## config.mk

```make
export PLATFORM = sky130hd
export DESIGN_NAME = cpe_engine
export DESIGN_NICKNAME = d
export VERILOG_FILES = /design/src/rtl/cpe_pkg.sv /design/src/rtl/cpe_datapath.sv /design/src/rtl/cpe_control.sv /design/src/rtl/cpe_engine.sv
export SDC_FILE = /design/constraint.sdc
export NUM_CORES = 1
export LEC_CHECK = 0
export ABC_AREA = 1
export BUFFER_PORTS_ARGS = -buffer_cell sky130_fd_sc_hd__buf_2
export CAP_MARGIN = 15
export CORE_ASPECT_RATIO = 0.75
export CORE_MARGIN = 5
export CORE_UTILIZATION = 51
export DETAILED_ROUTE_END_ITERATION = 8
export MAX_ROUTING_LAYER = met4
export PLACE_DENSITY = 0.74
export REMOVE_ABC_BUFFERS = 1
export SLEW_MARGIN = 0
export SYNTH_ARGS = -nofsm -noshare
export SYNTH_HDL_FRONTEND = slang
export SYNTH_HIERARCHICAL = 1
export SYNTH_SLANG_ARGS = --single-unit
```

## constraint.sdc

```tcl
create_clock -name clk -period 2.2 [get_ports clk]
set_input_delay 0.11 -clock clk [delete_from_list [all_inputs] [get_ports clk]]
set_output_delay 0.11 -clock clk [all_outputs]
set_load 0.03 [all_outputs]
```

## src/rtl/cpe_pkg.sv

```systemverilog
package cpe_pkg;
  localparam int ENTRY_DW  = 4;
  localparam int DW_SEL_W  = 2;
  localparam int ID_W      = 16;
  localparam int STATUS_W  = 15;
  localparam int SLOT_SHIFT = 4;

  typedef struct packed {
    logic latchNotice;
    logic advanceTail;
  } cpeStrobes_t;
endpackage

```

## src/rtl/cpe_datapath.sv

```systemverilog
module cpe_datapath
  import cpe_pkg::*;
#(
  parameter int unsigned NQ = 8,
  parameter int unsigned DEPTH = 16,
  parameter int unsigned AW = 32,
  parameter logic [AW-1:0] BASE_ADDR = 'h10_0000,
  parameter int unsigned QID_W = $clog2(NQ),
  parameter int unsigned PTR_W = $clog2(DEPTH)
) (
  input  logic                clk,
  input  logic                rstN,
  input  cpeStrobes_t         strobes,
  input  logic [QID_W-1:0]    doneQid,
  input  logic [ID_W-1:0]     doneCid,
  input  logic [ID_W-1:0]     doneSqId,
  input  logic [ID_W-1:0]     doneSqHead,
  input  logic [STATUS_W-1:0] doneStatus,
  input  logic                dbValid,
  input  logic [QID_W-1:0]    dbQid,
  input  logic [PTR_W-1:0]    dbHead,
  input  logic [DW_SEL_W-1:0] dwSel,
  output logic                doneQueueFull,
  output logic [AW-1:0]       wrAddr,
  output logic [31:0]         wrData,
  output logic [QID_W-1:0]    curQid
);
  localparam int unsigned QUEUE_SHIFT = PTR_W + SLOT_SHIFT;

  logic [PTR_W-1:0] tailQ  [NQ];
  logic [PTR_W-1:0] headQ  [NQ];
  logic             phaseQ [NQ];

  logic [ID_W-1:0]     curCid, curSqId, curSqHead;
  logic [STATUS_W-1:0] curStatus;
  logic [PTR_W-1:0]    nextTailSel;

  always_ff @(posedge clk) begin
    if (!rstN) begin
      for (int q = 0; q < int'(NQ); q++) begin
        tailQ[q]  <= '0;
        headQ[q]  <= '0;
        phaseQ[q] <= 1'b1;
      end
      curQid    <= '0;
      curCid    <= '0;
      curSqId   <= '0;
      curSqHead <= '0;
      curStatus <= '0;
    end else begin
      if (strobes.latchNotice) begin
        curQid    <= doneQid;
        curCid    <= doneCid;
        curSqId   <= doneSqId;
        curSqHead <= doneSqHead;
        curStatus <= doneStatus;
      end
      for (int q = 0; q < int'(NQ); q++) begin
        if (dbValid && dbQid == QID_W'(q)) headQ[q] <= dbHead;
        if (strobes.advanceTail && curQid == QID_W'(q)) begin
          tailQ[q] <= tailQ[q] + 1'b1;
          if (tailQ[q] == PTR_W'(DEPTH - 1)) phaseQ[q] <= ~phaseQ[q];
        end
      end
    end
  end

  assign nextTailSel   = tailQ[doneQid] + 1'b1;
  assign doneQueueFull = (nextTailSel == headQ[doneQid]);

  assign wrAddr = BASE_ADDR
                + (AW'(curQid) << QUEUE_SHIFT)
                + (AW'(tailQ[curQid]) << SLOT_SHIFT)
                + (AW'(dwSel) << 2);

  always_comb begin
    case (dwSel)
      DW_SEL_W'(2): wrData = {curSqId, curSqHead};
      DW_SEL_W'(3): wrData = {curStatus, phaseQ[curQid], curCid};
      default:      wrData = '0;
    endcase
  end
endmodule

```

## src/rtl/cpe_control.sv

```systemverilog
module cpe_control
  import cpe_pkg::*;
(
  input  logic                clk,
  input  logic                rstN,
  input  logic                doneValid,
  input  logic                doneQueueFull,
  input  logic                wrReady,
  input  logic                wrResp,
  input  logic                irqReady,
  output logic                doneReady,
  output logic                wrValid,
  output logic                irqValid,
  output logic [DW_SEL_W-1:0] dwSel,
  output cpeStrobes_t         strobes
);
  typedef enum logic [1:0] {S_IDLE, S_SEND, S_DRAIN, S_IRQ} cpeState_t;

  cpeState_t           state;
  logic [DW_SEL_W-1:0] beatCnt;
  logic [2:0]          respCnt;

  assign doneReady = (state == S_IDLE) && !doneQueueFull;
  assign wrValid   = (state == S_SEND);
  assign irqValid  = (state == S_IRQ);
  assign dwSel     = beatCnt;

  assign strobes.latchNotice = doneValid && doneReady;
  assign strobes.advanceTail = irqValid && irqReady;

  always_ff @(posedge clk) begin
    if (!rstN) begin
      state   <= S_IDLE;
      beatCnt <= '0;
      respCnt <= '0;
    end else begin
      if (wrResp && (state == S_SEND || state == S_DRAIN)) respCnt <= respCnt + 1'b1;
      case (state)
        S_IDLE: if (strobes.latchNotice) begin
          state   <= S_SEND;
          beatCnt <= '0;
          respCnt <= '0;
        end
        S_SEND: if (wrReady) begin
          beatCnt <= beatCnt + 1'b1;
          if (beatCnt == DW_SEL_W'(ENTRY_DW - 1)) state <= S_DRAIN;
        end
        S_DRAIN: if (respCnt == 3'(ENTRY_DW)) state <= S_IRQ;
        S_IRQ:   if (irqReady) state <= S_IDLE;
        default: state <= S_IDLE;
      endcase
    end
  end
endmodule

```

## src/rtl/cpe_engine.sv

```systemverilog
module cpe_engine
  import cpe_pkg::*;
#(
  parameter int unsigned NQ = 8,
  parameter int unsigned DEPTH = 16,
  parameter int unsigned AW = 32,
  parameter logic [AW-1:0] BASE_ADDR = 'h10_0000
) (
  input  logic                      clk,
  input  logic                      rstN,
  input  logic                      doneValid,
  output logic                      doneReady,
  input  logic [$clog2(NQ)-1:0]     doneQid,
  input  logic [15:0]               doneCid,
  input  logic [15:0]               doneSqId,
  input  logic [15:0]               doneSqHead,
  input  logic [14:0]               doneStatus,
  input  logic                      dbValid,
  input  logic [$clog2(NQ)-1:0]     dbQid,
  input  logic [$clog2(DEPTH)-1:0]  dbHead,
  output logic                      wrValid,
  input  logic                      wrReady,
  output logic [AW-1:0]             wrAddr,
  output logic [31:0]               wrData,
  input  logic                      wrResp,
  output logic                      irqValid,
  input  logic                      irqReady,
  output logic [$clog2(NQ)-1:0]     irqVector
);
  cpeStrobes_t         strobes;
  logic                doneQueueFull;
  logic [DW_SEL_W-1:0] dwSel;

  cpe_control u_ctl (
    .clk(clk), .rstN(rstN), .doneValid(doneValid), .doneQueueFull(doneQueueFull),
    .wrReady(wrReady), .wrResp(wrResp), .irqReady(irqReady),
    .doneReady(doneReady), .wrValid(wrValid), .irqValid(irqValid),
    .dwSel(dwSel), .strobes(strobes)
  );

  cpe_datapath #(.NQ(NQ), .DEPTH(DEPTH), .AW(AW), .BASE_ADDR(BASE_ADDR)) u_dp (
    .clk(clk), .rstN(rstN), .strobes(strobes),
    .doneQid(doneQid), .doneCid(doneCid), .doneSqId(doneSqId),
    .doneSqHead(doneSqHead), .doneStatus(doneStatus),
    .dbValid(dbValid), .dbQid(dbQid), .dbHead(dbHead), .dwSel(dwSel),
    .doneQueueFull(doneQueueFull), .wrAddr(wrAddr), .wrData(wrData),
    .curQid(irqVector)
  );
endmodule

```

==> run metrics <==
status complete, but fails checks; CTS tree built; sw frac 39.8%; global route overflow 0; Worst-path clk slew about 0.080 ns; first-pass GRT wire length roughly 37000 um; WP data arrival 2.85 ns; DRC 0; DP Worst Slack -0.480 ns; crit start category flip-flop; Port Buffers 126; Synth Instances 1060; Root Buffer clkbuf_16; NumNets Final 1395; Final HPWL DP 14600 um; Async S/R FF share, synth 0%; drt initial violations 1019; area of the multi-input gates 3900 um^2; worst min path class input pin to flip-flop; Clock Path Buffers 2; Num CTS Buffers 17; Slew Limit Fails 0; Die Y 118 um; Die W approximately 150 um; initial antenna violation count 0; die area approximately 18000 um^2; Core Rows 39; RSZ-0062 raised after global routing yes; crit path time final between 2 and 2.5 ns; vias in the first global route roughly 7600; via count 8581; Diodes inserted 0; Finish-stage setup viols 74; syn_area_per_cell 7.47 um^2; net switching power 4520 uW; sequential power share 32.9%; Pleak 0.00515 uW; internal power about 6800 uW; storage element area 3680 um^2; Area growth syn-to-layout 40.1%; post-synth cell types 34; cell area after synthesis 7920 um^2; GP Congestion between 0.8 and 0.9; Skew-Pair Late Insertion Delay 0.44 ns; required time worst endpoint 2.55 ns; synthesized flop and latch total 148; Pwr per Cell Area around 1000 nW/um^2; pin count of the biggest net entering global routing 40; Tightest Pin Transition a little under 0.8 ns; Final Cycle Share 113%; dominant synthesized flop cell dfxtp_1; core region area approximately 15000 um^2; starting density of the core 52.0%; Max FO, Critical Path 8; Fillers ~1000; Comb pwr share 40.5%; routed length per instance 18.2 um; TritonCTS Sinks 148; failing checks negative setup slack; IR drop worst, VDD 0.710 mV; critical path capture point type flip-flop; total power roughly 11000 uW; MaxCap Viol Count 0; DRT antenna net count 0; Seq/Total Area, Yosys 46.5%; Crit Path Category flip-flop to flip-flop; Yosys top cell by area edfxtp_1; I/O pin cnt 150; synth top area cells edfxtp_1, dfxtp_1, nand2_1; Setup Skew 0.0177 ns; Final WS setup -0.293 ns; H-tree depth 4; Fin. Hold Viols 0; number of flops mapped to enable cells by yosys between 70 and 80; slew margin rel. 47.6%; Vias/cell 5.66; share of cells above drive strength 1 about 30%; Synth top area share 27.3%; gr usage total 25.5%; Clock power frac 26.6%; Peak Freq between 400 and 500 MHz; first-pass detailed-route iteration total 6; Syn. warnings 6; Post-Route WL ~28000 um
## power by group through the flow
stage,clock (uW),combinational [uW],sequential (uW)
floorplan,0,1750,3730
global placement,0,2870,3640
detailed placement,0,2910,3650
CTS,2990,3430,3620
global route,3170,4840,3770
finish,3020,4600,3740
## cells in the final DEF (no fill, tap or decap), types with 4 or more instances in the layout
cell type	count
o21ai_0	30
inv_2	9
inv_6	6
a221oi_1	4
nand2_1	242
nor3b_1	4
dfxtp_1	75
buf_6	5
buf_12	6
o21ai_2	46
buf_2	125
nor2_4	10
nand3_2	17
nand2_2	11
a21oi_2	6
buf_16	4
inv_1	78
ha_1	16
o21ai_1	15
a21oi_1	20
clkbuf_16	27
buf_4	64
nor2_2	27
a31oi_1	4
nor2_1	180
nand3_1	84
o21ai_4	4
edfxtp_1	72
conb_1	23
dlygate4sd3_1	63
## path summary, 6_finish.rpt
check	startpoint	endpoint	slack [ns]	depth (start not counted)
setup reg to reg	u_dp/tailQ[6][1]$_SDFFCE_PN0P_	u_dp/curSqHead[12]$_SDFFE_PN0P_	-0.29	20
hold / removal	wrResp	u_ctl/respCnt[1]$_SDFF_PN0_	0.04	4
setup / recovery	u_dp/tailQ[6][1]$_SDFFCE_PN0P_	u_dp/curSqHead[12]$_SDFFE_PN0P_	-0.29	20
hold reg to reg	u_dp/curSqHead[5]$_SDFFE_PN0P_	u_dp/curSqHead[5]$_SDFFE_PN0P_	0.50	2
## per-stage QoR
step | cells | hold WS (ns) | TNS, ns | cell area (um^2) | utilization [%]
finish | 1516 | 0.0446 | -14.09 | 11100 | 72.9
global route | 1516 | 0.0539 | -23.86 | 11100 | 72.9
CTS | 1498 | 0.00646 | -7.19 | 10400 | 68.4
detailed placement | 1398 | 0.336 | -31.14 | 8940 | 58.8
global placement | 1398 | 0.333 | -25.34 | 8940 | 58.8
floorplan | 1002 | 0.231 | -67.20 | 7510 | -
## kinds of logic (layout without fill, tap and decap cells)
group	Yosys count	after routing	share of synthesized area (%)
AO/OA/AOI/OAI	135	135	9.02
flip-flops	148	148	46.5
AND/OR/NAND/NOR	586	586	30.9
other	2	23	0.0948
buffers and inverters	172	402	10.8
adder cells (fa/ha/maj)	17	17	2.68
## layer usage
metal	vias to the layer above	share of wire, %	GRT usage [%]
li1	3858	-	-
met1	3893	38	34.2
met2	681	45	38.2
met3	149	11	5.29
met4	0	5.3	9.71
met5	-	0	-
## synth_stat cells, types with 7 or more instances
master,n
buf_4,31
inv_1,88
nand2_1,247
nand3_2,14
ha_1,17
a21oi_1,26
nand2_2,7
nand3_1,88
edfxtp_1,72
buf_6,7
dfxtp_1,76
clkbuf_1,34
o21ai_0,95
nor2_1,216
## critical path: stages, from the launching register on
cell and delay (ns):
edfxtp_1 0.42, inv_2 0.12, nand2_2 0.06, nand3_2 0.05, nand2_1 0.05, nand2_1 0.07, nand2_2 0.08, ha_4 0.27
inv_2 0.03, nand2_1 0.04, nand2_1 0.06, nor2_2 0.09, nand2_2 0.07, nor2_4 0.17, inv_2 0.06, nand3_4 0.12
clkinv_8 0.14, clkinv_16 0.11, buf_16 0.13, nor2_1 0.06, nor2_1 0.20
## repair_timing
action	CTS	global route
pin swaps	9	65
setup endpoints to repair	74	84
hold buffers	63	0
endpoints found under the hold margin	63	0
gates resized for setup	86	130
cloned	3	11
setup buffers	2	7
## final cells by class
class                      count  share of cell area [%]
multi-input combinational    761                    35.2
sequential                   148                    33.2
timing repair buffer         276                    20.2
clock buffer                  19                    4.28
inverter                      93                    3.62
tap                          205                    2.31
clock inverter                13                    1.17
timing repair inverter         1                   0.101
## registers in the layout, summed over array words and instances (netlist names), named ones only
| register | count |
|---|---|
| u_dp/curQid | 3 |
| u_dp/phaseQ | 8 |
| u_dp/tailQ | 32 |
| u_dp/headQ | 32 |
| u_dp/curSqId | 16 |
| u_ctl/dwSel | 2 |
| u_ctl/state | 2 |
| u_dp/curSqHead | 16 |
| u_dp/curCid | 16 |
| u_dp/curStatus | 15 |
| u_ctl/respCnt | 3 |
Note: power is estimated with default switching activity, not from simulation.
